### src/rtl/spi_node.sv
module spi_node #(
  parameter int RATE_W = 8
) (
  input  logic       clk,
  input  logic       rst_n,
  input  logic       wr_en,
  input  logic       rd_en,
  input  logic [1:0] addr,
  input  logic [7:0] wdata,
  output logic [7:0] rdata,
  input  logic       ss_n_i,
  input  logic       sck_i,
  output logic       sck_o,
  output logic       sck_oe,
  input  logic       mosi_i,
  output logic       mosi_o,
  output logic       mosi_oe,
  input  logic       miso_i,
  output logic       miso_o,
  output logic       miso_oe
);
  logic              en, mst, done_f, wcol_f, ovr_f, modf_f;
  logic              cpol, cpha;
  logic [2:0]        len;
  logic [RATE_W-1:0] rate, div;
  logic [7:0]        sh, sh_nx, rx;
  logic              smp, unread, busy_m, sck_r;
  logic [3:0]        ecnt;
  logic [2:0]        s_sck;
  logic [1:0]        s_mosi, s_ss;

  wire ss_s     = s_ss[1];
  wire wr_ctl   = wr_en && addr == 2'd0;
  wire wr_cfg   = wr_en && addr == 2'd1;
  wire wr_rate  = wr_en && addr == 2'd2;
  wire wr_dat   = wr_en && addr == 2'd3;
  wire rd_dat   = rd_en && addr == 2'd3;
  wire slave_on = en && !mst && !ss_s;
  wire busy     = busy_m || (slave_on && ecnt != 4'd0);
  wire fault    = en && mst && !ss_s;
  wire m_tick   = busy_m && div == rate;
  wire s_edge   = slave_on && (s_sck[1] != s_sck[2]);
  wire edge_ev  = m_tick || s_edge;
  wire last     = ecnt == {len, 1'b1};
  wire fin      = edge_ev && last;
  wire smp_edge = ecnt[0] == cpha;
  wire din      = mst ? miso_i : s_mosi[1];
  wire [7:0] mask = 8'hFF >> (3'd7 - len);

  always_comb begin
    sh_nx = sh;
    if (edge_ev && (smp_edge ? (cpha && last) : !(cpha && ecnt == 4'd0)))
      sh_nx = {sh[6:0], smp_edge ? din : smp};
  end

  always_ff @(posedge clk or negedge rst_n) begin
    if (!rst_n) begin
      {en, mst, done_f, wcol_f, ovr_f, modf_f} <= '0;
      {cpha, cpol, len} <= 5'b00111;
      rate <= '0; div <= '0; sh <= '0; rx <= '0; smp <= 1'b0;
      unread <= 1'b0; busy_m <= 1'b0; sck_r <= 1'b0; ecnt <= '0;
      s_sck <= '0; s_mosi <= '0; s_ss <= '1;
    end else begin
      s_sck  <= {s_sck[1:0], sck_i};
      s_mosi <= {s_mosi[0], mosi_i};
      s_ss   <= {s_ss[0], ss_n_i};
      if (!busy_m) sck_r <= cpol;
      if (!busy_m && !slave_on) ecnt <= '0;
      if (wr_ctl) begin
        en <= wdata[0]; mst <= wdata[1];
        done_f <= done_f & wdata[4]; wcol_f <= wcol_f & wdata[5];
        ovr_f  <= ovr_f  & wdata[6]; modf_f <= modf_f & wdata[7];
      end
      if (wr_cfg) {cpha, cpol, len} <= wdata[4:0];
      if (wr_rate) rate <= wdata[RATE_W-1:0];
      if (rd_dat) unread <= 1'b0;
      if (wr_dat && busy) wcol_f <= 1'b1;
      if (wr_dat && !busy) begin
        sh <= wdata;
        if (en && mst) begin
          busy_m <= 1'b1; div <= '0; ecnt <= '0;
        end
      end
      if (busy_m) div <= m_tick ? '0 : div + 1'b1;
      if (edge_ev) begin
        ecnt <= ecnt + 1'b1;
        sh   <= sh_nx;
        if (smp_edge) smp <= din;
        if (busy_m) sck_r <= ~sck_r;
      end
      if (fin) begin
        ecnt <= '0; busy_m <= 1'b0;
        rx <= sh_nx & mask;
        done_f <= 1'b1; unread <= 1'b1;
        if (unread && !rd_dat) ovr_f <= 1'b1;
      end
      if (fault) begin
        mst <= 1'b0; modf_f <= 1'b1; busy_m <= 1'b0; ecnt <= '0;
      end
    end
  end

  assign sck_o   = sck_r;
  assign sck_oe  = en && mst;
  assign mosi_o  = sh[len];
  assign mosi_oe = en && mst;
  assign miso_o  = sh[len];
  assign miso_oe = slave_on;

  always_comb begin
    case (addr)
      2'd0:    rdata = {modf_f, ovr_f, wcol_f, done_f, !ss_s, busy, mst, en};
      2'd1:    rdata = {3'b000, cpha, cpol, len};
      2'd2:    rdata = 8'(rate);
      default: rdata = rx;
    endcase
  end

  a_r6_collision_flagged: assert property (@(posedge clk) disable iff (!rst_n)
    (wr_dat && busy) |=> wcol_f);
  a_r9_fault_drops_master: assert property (@(posedge clk) disable iff (!rst_n)
    fault |=> (modf_f && !mst && !busy_m));
  a_r3_done_means_idle: assert property (@(posedge clk) disable iff (!rst_n)
    $rose(done_f) |-> (!busy && unread));
  a_r8_set_beats_clear: assert property (@(posedge clk) disable iff (!rst_n)
    fin |=> (done_f && unread));
  a_r7_overrun_on_unread: assert property (@(posedge clk) disable iff (!rst_n)
    (fin && unread && !rd_dat) |=> ovr_f);
endmodule

### config.mk
export PLATFORM = sky130hd
export DESIGN_NAME = spi_node
export DESIGN_NICKNAME = d
export VERILOG_FILES = /design/src/rtl/spi_node.sv
export SDC_FILE = /design/constraint.sdc
export NUM_CORES = 1
export LEC_CHECK = 0
export ABC_AREA = 1
export CORE_ASPECT_RATIO = 0.6
export CORE_MARGIN = 2
export CORE_UTILIZATION = 40
export DETAILED_ROUTE_END_ITERATION = 10
export SLEW_MARGIN = 15
export SYNTH_ARGS = -nofsm -noshare
export SYNTH_HDL_FRONTEND = slang
export SYNTH_SLANG_ARGS = --single-unit
### constraint.sdc
create_clock -name clk -period 2.1 [get_ports clk]
set_input_delay 0.525 -clock clk [delete_from_list [all_inputs] [get_ports clk]]
set_output_delay 0.525 -clock clk [all_outputs]
set_load 0.005 [all_outputs]
==> results.toml <==
[final_layout]
syn2layout_area_growth_pct = 31.21
fin_nets = 494
drive_gt1_frac = 0.2238
diodes = 0
multi_input_area_um2 = 1515
fin_util = 0.5553
fill_cells = 725
seq_area_um2 = 1458
finalNonFillerCells = 582

[die]
fp-row-count = 24
core_um2 = 7417
die_y_um = 72.62
die-area_um2 = 8596
io_pins = 32
initial_utilization = 0.4232
die_w_um = 118.4

[timing]
fmax_mhz = 451.4
relSlewSlack = 0.6805
setup_slack_ns = -0.1154
finalHoldViolCount = 0
finalMaxSlewViolations = 0
final-setup-viol-count = 1
finClkSkew_ns = 0.009318
fin_crit_ns = 2.215
grt_setup_unrepaired = "yes"
post-route-period-util = 1.055
tightest_slew_ns = 0.4792

[synth]
yosys.area_share.simple = 0.2914
synth_area_leader_cell = "dfrtp_1"
synth_top_family_by_area = "simple AND/OR/NAND/NOR gates"
synthDistinctLibCells = 32
synth_most_common_cell = "nand2_1"
ys_ff_latch = 58
syn_avg_cell_area_um2 = 7.751
ys_seq_area_frac = 0.4643
yosys_warnings = 0
syn_nets = 426
synth_compound_area_frac = 0.1104
synthTopCellsByArea = "dfrtp_1 (42%), nand2_1 (16%), nand3_1 (6.1%)"
synth_cells = 405
synth_fa_ha_area_frac = 0.01196
synth-edff-count = 0
synth.area.mux_share = 0.007174
yosys-top-cells-count = "nand2_1 (130), dfrtp_1 (53), inv_1 (44)"
yosysTopAreaCellShare = 0.4225
async_flop_share = 1.000
synth_area_um2 = 3139
synthXorXnorAreaFrac = 0.03627
synthFlopType = "dfrtp_1"

[clocking]
htree_levels = 3
hold_buffers = 0
cts_max_path_buffers = 2
cts_tree = "yes"
cts_sinks = 58
path_clk_slew_ns = 0.05
numCtsBuffers = 9
insertion_delay_ns = 0.34
clockRootBuffer = "clkbuf_16"

[route]
drt_iter0_drc = 268
num_vias = 2959
drc = 0
postRouteAntennaNets = 0
first_pass_iters = 4
via_per_inst = 5.084
wl_per_cell_um = 15.93
wl_um = 9271

[critical_path]
crit_type = "flip-flop to primary output"
start_kind = "flip-flop"
end_kind = "primary output"
crit_path_frequent_cell = "buf_4"
critPathTopFamily = "flip-flops"
path_cells = "inv_2 -> buf_4 -> o21ai_1 -> a31oi_2 -> buf_4 -> buf_6"
slowest_stage = "dfstp_2"
cp_data_required_time_ns = 1.57
crit_path_max_fanout = 5
critPathBufInv = 4
slowest_delay_ns = 0.58
arrival_ns = 1.69

[placement]
hpwl_um = 7070
gp_congestion = 0.8895
place_inst = 562
portBuffers = 31

[pwr]
p_leak_nw = 2.053
power_density_nw_per_um2 = 1045
peakVddDrop_mv = 0.4899

[grt]
grtUsageMet1 = 0.3500
grt_start_max_net_pins = 36
met2_usage = 0.3198
grt_pass1_wl_um = 15010
grt_usage = 0.2310
use_met3 = 0.06328
overflow = 0
antenna_found_initial = 0
grt.busiest_layer = "met1"
grt_pass1_vias = 2899

[hold_path]
min_path_type = "input pin to asynchronous set/reset pin"

[job]
drv_cap = 0

[run_status]
violations = "setup timing"
status = "complete, but fails checks"
-- cell families after synthesis --
| group | count (synthesis) |
|---|---|
| xor+xnor | 13 |
| buf+inv | 59 |
| flops | 58 |
| mux | 2 |
| compound gates | 61 |
| fa+ha+maj | 3 |
| simple gates | 209 |
-- layout by cell type (no fill, tap or decap), drive strengths merged --
| cell | count |
|---|---|
| dfrtp | 53 |
| buf | 41 |
| nor2 | 22 |
| xor2 | 7 |
| o211ai | 1 |
| dfstp | 5 |
| clkdlybuf4s15 | 2 |
| dlygate4sd2 | 5 |
| mux2 | 2 |
| o2111ai | 2 |
| o21ai | 34 |
| xnor2 | 6 |
| nand3 | 40 |
| a221oi | 2 |
| nand2 | 139 |
| nand4 | 1 |
| inv | 50 |
| clkdlybuf4s50 | 17 |
| a21oi | 16 |
| o22ai | 4 |
| clkbuf | 17 |
| nor3 | 7 |
| a31oi | 1 |
| ha | 3 |
| a21boi | 1 |
-- power breakdown --
part / switching, mW / internal (mW) / total (mW)
logic: 0.745 / 0.575 / 1.32
clock network: 0.496 / 0.864 / 1.36
registers: 0.252 / 1.37 / 1.62
total: 1.49 / 2.81 / 4.30
-- through the flow --
stage                     power (mW)  hold slack, ns  worst slack, ns  TNS, ns  instance area, um2
final                          4.303        0.001825          -0.1154  -0.1154                4119
after global routing           4.563         0.01301          -0.1663  -0.2281                4119
after CTS                      4.263        0.002336          -0.1319  -0.1901                4054
after detailed placement       2.872          0.3358          -0.5701   -4.451                3749
after global placement         2.852          0.3335          -0.5534   -4.292                3749
after floorplan                2.354          0.2294           0.3293        0                3139
-- registers in the layout (all words and copies together), names as in the netlist, 3 cells and up, named ones only --
| register | cells |
|---|---|
| div | 8 |
| rate | 8 |
| rx | 8 |
| sh | 8 |
| ecnt | 4 |
| len | 3 |
| s_sck | 3 |
-- what timing repair did --
action,in CTS,in global routing
gates resized for setup,47,17
setup endpoints to repair,11,23
buffers inserted,2,2
pin swaps,6,5
-- final timing paths --
check                                        start                 end  slack (ns)  depth (start not counted)
worst max register to register  len[0]$_DFFE_PN1P_   rx[3]$_DFFE_PN0P_        0.13                         13
worst max-delay path            len[0]$_DFFE_PN1P_              miso_o       -0.12                          6
worst min register to register  s_sck[0]$_DFF_PN0_  s_sck[1]$_DFF_PN0_        0.35                          0
max in group asynchronous                    rst_n  len[0]$_DFFE_PN1P_        1.41                          2
worst min-delay path                         rst_n  unread$_DFFE_PN0P_       0.002                          1
min in group clk                s_sck[0]$_DFF_PN0_  s_sck[1]$_DFF_PN0_        0.35                          0
-- worst register-to-register path, cell delays in order, from the launching register on --
cell and delay [ns]:
dfstp_2 0.58, inv_2 0.08, buf_4 0.16, nand2_1 0.05
nand2_1 0.06, nor2_2 0.11, nand2_2 0.10, a21boi_4 0.19
buf_12 0.15, nand2_4 0.10, nand2_1 0.09, nand2_1 0.07
nand2_1 0.08, nand2_1 0.05
-- per-layer routing --
layer | wire length, um | up-vias
met3 | 735 | 13
li1 | - | 1439
met1 | 4783 | 1416
met2 | 3650 | 91
met4 | 101 | 0
met5 | 0 | -
-- cell type report --
type	instances	share of cell area
timing repair buffer	66	0.1352
tap	104	0.03159
clock buffer	16	0.06592
multi-input combinational	288	0.3679
inverter	50	0.04557
sequential	58	0.3539
No activity file was read; power rests on OpenSTA's default activity.
